$ cat config.mk
export PLATFORM = sky130hd
export DESIGN_NAME = probe_besthop_table
export DESIGN_NICKNAME = d
export VERILOG_FILES = /design/src/rtl/pbh_pkg.sv /design/src/rtl/pbh_path_metric.sv /design/src/rtl/pbh_entry_decide.sv /design/src/rtl/pbh_table.sv /design/src/rtl/probe_besthop_table.sv
export SDC_FILE = /design/constraint.sdc
export NUM_CORES = 1
export LEC_CHECK = 0
export ABC_AREA = 1
export BUFFER_PORTS_ARGS = -buffer_cell sky130_fd_sc_hd__buf_4
export CAP_MARGIN = 5
export CELL_PAD_IN_SITES_DETAIL_PLACEMENT = 0
export CELL_PAD_IN_SITES_GLOBAL_PLACEMENT = 1
export CORE_MARGIN = 4
export CORE_UTILIZATION = 35
export DETAILED_ROUTE_END_ITERATION = 6
export GPL_ROUTABILITY_DRIVEN = 0
export HOLD_SLACK_MARGIN = 0.06
export PLACE_DENSITY_LB_ADDON = 0.08
export SYNTH_ARGS = -nofsm -noshare
export SYNTH_HDL_FRONTEND = slang
export SYNTH_HIERARCHICAL = 1
export SYNTH_SLANG_ARGS = --single-unit
$ cat constraint.sdc
create_clock -name clk -period 6 [get_ports clk]
set_input_delay 0.9 -clock clk [delete_from_list [all_inputs] [get_ports clk]]
set_output_delay 0.9 -clock clk [all_outputs]
set_load 0.01 [all_outputs]
$ cat src/rtl/pbh_pkg.sv
package pbh_pkg;

  localparam int          PBH_UTIL_W   = 8;
  localparam int unsigned PBH_UTIL_CAP = 100;

  // Outcome of comparing a probe against the stored entry
  typedef enum logic [1:0] {
    ACT_KEEP    = 2'd0,
    ACT_INSTALL = 2'd1,
    ACT_IMPROVE = 2'd2,
    ACT_REFRESH = 2'd3
  } pbh_act_e;

endpackage

$ cat src/rtl/pbh_path_metric.sv
module pbh_path_metric #(
  parameter int          NUM_PORTS = 4,
  parameter int          UTIL_W    = pbh_pkg::PBH_UTIL_W,
  parameter int unsigned UTIL_CAP  = pbh_pkg::PBH_UTIL_CAP,
  localparam int         PORT_W    = (NUM_PORTS > 1) ? $clog2(NUM_PORTS) : 1
) (
  input  logic [PORT_W-1:0]           in_port,
  input  logic [UTIL_W-1:0]           probe_util,
  input  logic [NUM_PORTS*UTIL_W-1:0] link_util,
  output logic [UTIL_W-1:0]           path_util
);

  localparam logic [UTIL_W-1:0] CAP = UTIL_W'(UTIL_CAP);

  logic [UTIL_W-1:0] lane_sat [NUM_PORTS];
  logic [UTIL_W-1:0] probe_sat;
  logic [UTIL_W-1:0] link_sel;

  generate
    for (genvar g = 0; g < NUM_PORTS; g++) begin : g_lane
      logic [UTIL_W-1:0] raw;
      assign raw         = link_util[g*UTIL_W +: UTIL_W];
      assign lane_sat[g] = (raw > CAP) ? CAP : raw;
    end
  endgenerate

  always_comb begin
    probe_sat = (probe_util > CAP) ? CAP : probe_util;
    link_sel  = lane_sat[in_port];
    path_util = (link_sel > probe_sat) ? link_sel : probe_sat;
  end

endmodule

$ cat src/rtl/pbh_entry_decide.sv
module pbh_entry_decide #(
  parameter int HOP_W  = 2,
  parameter int UTIL_W = pbh_pkg::PBH_UTIL_W
) (
  input  logic              cur_vld,
  input  logic [HOP_W-1:0]  cur_hop,
  input  logic [UTIL_W-1:0] cur_util,
  input  logic [HOP_W-1:0]  in_port,
  input  logic [UTIL_W-1:0] path_util,
  output pbh_pkg::pbh_act_e act,
  output logic              changes
);

  import pbh_pkg::*;

  always_comb begin
    if (!cur_vld) begin
      act = ACT_INSTALL;
    end else if (in_port == cur_hop) begin
      act = (path_util != cur_util) ? ACT_REFRESH : ACT_KEEP;
    end else if (path_util < cur_util) begin
      act = ACT_IMPROVE;
    end else begin
      act = ACT_KEEP;
    end
    changes = (act != ACT_KEEP);
  end

endmodule

$ cat src/rtl/pbh_table.sv
module pbh_table #(
  parameter int  NUM_DEST = 16,
  parameter int  HOP_W    = 2,
  parameter int  UTIL_W   = pbh_pkg::PBH_UTIL_W,
  localparam int DEST_W   = (NUM_DEST > 1) ? $clog2(NUM_DEST) : 1
) (
  input  logic              clk,
  input  logic              rst_n,
  input  logic              wr_en,
  input  logic [DEST_W-1:0] wr_dest,
  input  logic [HOP_W-1:0]  wr_hop,
  input  logic [UTIL_W-1:0] wr_util,
  input  logic [DEST_W-1:0] rmw_dest,
  output logic              rmw_vld,
  output logic [HOP_W-1:0]  rmw_hop,
  output logic [UTIL_W-1:0] rmw_util,
  input  logic [DEST_W-1:0] lkp_dest,
  output logic              lkp_vld_q,
  output logic [HOP_W-1:0]  lkp_hop_q,
  output logic [UTIL_W-1:0] lkp_util_q
);

  logic              vld_q  [NUM_DEST];
  logic [HOP_W-1:0]  hop_q  [NUM_DEST];
  logic [UTIL_W-1:0] util_q [NUM_DEST];

  generate
    for (genvar g = 0; g < NUM_DEST; g++) begin : g_ent
      logic ent_we;
      assign ent_we = wr_en && (wr_dest == DEST_W'(g));

      always_ff @(posedge clk or negedge rst_n) begin
        if (!rst_n) begin
          vld_q[g]  <= 1'b0;
          hop_q[g]  <= '0;
          util_q[g] <= '0;
        end else if (ent_we) begin
          vld_q[g]  <= 1'b1;
          hop_q[g]  <= wr_hop;
          util_q[g] <= wr_util;
        end
      end
    end
  endgenerate

  // Combinational read for the probe update path
  always_comb begin
    rmw_vld  = vld_q[rmw_dest];
    rmw_hop  = hop_q[rmw_dest];
    rmw_util = util_q[rmw_dest];
  end

  // Registered read for the forwarding side
  logic              lkp_vld_d;
  logic [HOP_W-1:0]  lkp_hop_d;
  logic [UTIL_W-1:0] lkp_util_d;

  always_comb begin
    lkp_vld_d  = vld_q[lkp_dest];
    lkp_hop_d  = hop_q[lkp_dest];
    lkp_util_d = util_q[lkp_dest];
  end

  always_ff @(posedge clk or negedge rst_n) begin
    if (!rst_n) begin
      lkp_vld_q  <= 1'b0;
      lkp_hop_q  <= '0;
      lkp_util_q <= '0;
    end else begin
      lkp_vld_q  <= lkp_vld_d;
      lkp_hop_q  <= lkp_hop_d;
      lkp_util_q <= lkp_util_d;
    end
  end

endmodule

$ cat src/rtl/probe_besthop_table.sv
module probe_besthop_table #(
  parameter int          NUM_DEST  = 16,
  parameter int          NUM_PORTS = 4,
  parameter int          UTIL_W    = pbh_pkg::PBH_UTIL_W,
  parameter int unsigned UTIL_CAP  = pbh_pkg::PBH_UTIL_CAP,
  localparam int         DEST_W    = (NUM_DEST > 1) ? $clog2(NUM_DEST) : 1,
  localparam int         PORT_W    = (NUM_PORTS > 1) ? $clog2(NUM_PORTS) : 1
) (
  input  logic                        clk,
  input  logic                        rst_n,
  input  logic                        probe_valid,
  output logic                        probe_ready,
  input  logic [DEST_W-1:0]           probe_dest,
  input  logic [PORT_W-1:0]           probe_port,
  input  logic [UTIL_W-1:0]           probe_util,
  input  logic [NUM_PORTS*UTIL_W-1:0] link_util,
  output logic                        upd_valid,
  output logic [DEST_W-1:0]           upd_dest,
  output logic [UTIL_W-1:0]           upd_util,
  input  logic [DEST_W-1:0]           lkp_dest,
  output logic                        lkp_valid,
  output logic [PORT_W-1:0]           lkp_hop,
  output logic [UTIL_W-1:0]           lkp_util
);

  // Reset: asserted asynchronously, released on the clock
  logic sync_q1, sync_q2;
  always_ff @(posedge clk or negedge rst_n) begin
    if (!rst_n) begin
      sync_q1 <= 1'b0;
      sync_q2 <= 1'b0;
    end else begin
      sync_q1 <= 1'b1;
      sync_q2 <= sync_q1;
    end
  end

  logic core_rst_n;
  assign core_rst_n = sync_q2;

  logic ready_q;
  always_ff @(posedge clk or negedge core_rst_n) begin
    if (!core_rst_n) ready_q <= 1'b0;
    else             ready_q <= 1'b1;
  end
  assign probe_ready = ready_q;

  logic accept;
  assign accept = probe_valid && ready_q;

  // Path metric
  logic [UTIL_W-1:0] path_util;
  pbh_path_metric #(
    .NUM_PORTS (NUM_PORTS),
    .UTIL_W    (UTIL_W),
    .UTIL_CAP  (UTIL_CAP)
  ) u_metric (
    .in_port    (probe_port),
    .probe_util (probe_util),
    .link_util  (link_util),
    .path_util  (path_util)
  );

  // Table
  logic              cur_vld;
  logic [PORT_W-1:0] cur_hop;
  logic [UTIL_W-1:0] cur_util;
  logic              wr_en;
  logic              entry_changes;
  pbh_pkg::pbh_act_e act;

  pbh_table #(
    .NUM_DEST (NUM_DEST),
    .HOP_W    (PORT_W),
    .UTIL_W   (UTIL_W)
  ) u_table (
    .clk        (clk),
    .rst_n      (core_rst_n),
    .wr_en      (wr_en),
    .wr_dest    (probe_dest),
    .wr_hop     (probe_port),
    .wr_util    (path_util),
    .rmw_dest   (probe_dest),
    .rmw_vld    (cur_vld),
    .rmw_hop    (cur_hop),
    .rmw_util   (cur_util),
    .lkp_dest   (lkp_dest),
    .lkp_vld_q  (lkp_valid),
    .lkp_hop_q  (lkp_hop),
    .lkp_util_q (lkp_util)
  );

  pbh_entry_decide #(
    .HOP_W  (PORT_W),
    .UTIL_W (UTIL_W)
  ) u_decide (
    .cur_vld   (cur_vld),
    .cur_hop   (cur_hop),
    .cur_util  (cur_util),
    .in_port   (probe_port),
    .path_util (path_util),
    .act       (act),
    .changes   (entry_changes)
  );

  assign wr_en = accept && entry_changes;

  // Update strobe: next-state and register
  logic              upd_valid_d;
  logic [DEST_W-1:0] upd_dest_d;
  logic [UTIL_W-1:0] upd_util_d;

  always_comb begin
    upd_valid_d = wr_en;
    upd_dest_d  = upd_dest;
    upd_util_d  = upd_util;
    if (wr_en) begin
      upd_dest_d = probe_dest;
      upd_util_d = path_util;
    end
  end

  always_ff @(posedge clk or negedge core_rst_n) begin
    if (!core_rst_n) begin
      upd_valid <= 1'b0;
      upd_dest  <= '0;
      upd_util  <= '0;
    end else begin
      upd_valid <= upd_valid_d;
      upd_dest  <= upd_dest_d;
      upd_util  <= upd_util_d;
    end
  end

endmodule

==> impl_results.md <==
* Status: finished clean
* CTS Buffer Depth at 3
* Worst path arrival time at 5300 ps
* Fin. Hold Viols at 0
* MaxCap Viol Count at 0
* Post-DRT Antenna Nets at 0
* HP Class: input pin to async pin
* Fin area at 0.0140 mm²
* Internal power at 3.05 mW
* Max VDD drop at 275 µV
* Initial antenna violation count at 0
* First-pass GRT wire length at 68900 µm
* Largest net degree at the start of global routing at 72
* Clock sink count at 203
* Period minus WS final at 4890 ps
* Slew HR at 20.7%
* RSZ-0062 raised after global routing: no
* Dpl cell area at 0.0131 mm²
* Diodes inserted at 0
* Number of remaining DRC errors at 0
* Syn Inst Count at 1847
* Die Y at 196 µm
* PwrDens at 329 mW/mm²
* Post-Syn Area at 0.0123 mm²
* Hpwl dp at 28400 µm
* Starting Density at 35.6%
* Post-route setup TNS at 0 ps
* Hold_ws at 132 ps
* CTS tree: yes
* PostCTS Resize Cnt at 0
* I/O pins at 78
* Initial DRC Count at 963
* Site Rows at 68
* Area of the core at 0.0346 mm²
* Worst-margin pin slew at 1190 ps
* Clk_skew at 21.4 ps
* Max Transition Viols Final at 0
* Part of the power in the clock network at 35.6%
* CP Launch Type: input pin
* Vias/cell at 5.07
* Final Cycle Share at 81.5%
* Post CTS Setup Buffer Count at 0
* # H-tree levels at 1
* Drt total wl at 44000 µm
* Gate power share at 25.4%
* Vias in the first global route at 11.6k
* Synth-to-layout area growth at 13.6%
* FMAX at 204 MHz
* Pre-antenna DRT Iters at 5
* Die X at 196 µm
* Die area at 0.0383 mm²
* Worst Setup End Kind: flop
* Share of layout cells above drive strength 1 at 9.23%
* Sw Share at 33.7%
* Sequential power share at 39.0%
* Final #Nets at 1935
* Worst Path Class, Setup: input pin to flop
* WP data required at 6410 ps
* Setup violators final at 0
* Port bufs at 77
* CTS clk-pin slew, worst paths at 60 ps
* Worst Path Max Fanout at 21
* Vias at 11.9k
* # hold bufs at CTS at 0
* Max stage delay cell, worst path: nand2_1
* Drt wl/cell at 18.8 µm
* Clock Latency Late Sink at 550 ps
* Syn Area/Cell at 6.67 µm²
* Total GRT Usage at 22.8%
* Crit-path most repeated cell: nand2_1
* Total CTS buffers at 26
* Clock root cell: clkbuf_16
* Leakage at 7.29 nW
* CP max stage delay at 500 ps
* Overflow after GRT at 0
* Yosys warnings at 6
* Overall power at 4.60 mW
* P_sw at 1.55 mW
==> routing by layer <==
metal  up-vias  share of wire (%)  GRT usage (%)
li1       5826                  -              -
met1      5633                 47           33.1
met2       348                 46           36.5
met3        52                5.6           3.16
met4         0                2.0           4.55
met5         -                  0              0
==> critical path: cells and delay by family <==
kind	cells	cell delay, ps
AO/OA/AOI/OAI	3	480
adder cells (fa/ha/maj)	2	610
AND/OR/NAND/NOR	20	2540
buffers and inverters	5	730
==> registers in the layout, indices dropped and copies added, names as in the netlist <==
register and flops:
u_table/util_q 128, u_table/hop_q 32, u_table/vld_q 16, u_table/lkp_util_q 8, upd_util 8, upd_dest 4
u_table/lkp_hop_q 2, core_rst_n 1, probe_ready 1, sync_q1 1, u_table/lkp_vld_q 1, upd_valid 1
==> area by class of cell <==
cell class,instances,area (µm²)
well taps,455,569
inverters,251,945
flip-flops and latches,203,5080
repair buffers,106,796
multi-input cells,1278,5710
clock inverters,11,115
clock buffers,37,783
fillers,3731,20600
==> power by group through the flow <==
stage / Combinational [mW] / Clock [mW] / Sequential [mW]
after global placement: 1.15 / 0 / 1.81
after detailed placement: 1.17 / 0 / 1.82
after floorplan: 0.786 / 0 / 1.81
final: 1.17 / 1.64 / 1.79
after CTS: 1.17 / 1.68 / 1.79
after global routing: 1.34 / 1.73 / 1.83
==> placed cells by master, fill, tap and decap left out, types with 3 or more instances in the layout <==
master     count
a21oi_1        7
buf_4        106
clkbuf_1       3
clkbuf_16     27
clkbuf_8       7
clkinv_2       6
conb_1         5
dfrtp_1      202
ha_1          16
inv_1        242
inv_2          8
nand2_1      677
nand2_2        3
nand3_1      338
nand4_1       14
nor2_1        34
nor2_2         4
o21ai_0       79
o21ai_1       83
==> metrics by stage <==
step	setup WS, ps	util, %	std cells
after floorplan	1530	-	1849
after global placement	634	37.8	2293
after detailed placement	562	37.8	2293
after CTS	1140	40.4	2341
after global routing	624	40.4	2341
final	1110	40.4	2341
==> worst paths after layout <==
kind	from	end	slack, ps	cells after the start
hold reg to reg	core_rst_n$_DFF_PN0_	u_table/util_q[56]$_DFFE_PN0P_	330	0
hold / removal	rst_n	core_rst_n$_DFF_PN0_	130	1
setup / recovery	probe_port[0]	u_table/util_q[77]$_DFFE_PN0P_	1110	30
min in group clk	sync_q1$_DFF_PN0_	core_rst_n$_DFF_PN0_	350	0
max in group asynchronous	core_rst_n$_DFF_PN0_	u_table/lkp_util_q[3]$_DFF_PN0_	4280	1
setup reg to reg	u_table/util_q[117]$_DFFE_PN0P_	u_table/util_q[77]$_DFFE_PN0P_	2440	20
No activity file was read; power rests on OpenSTA's default activity.
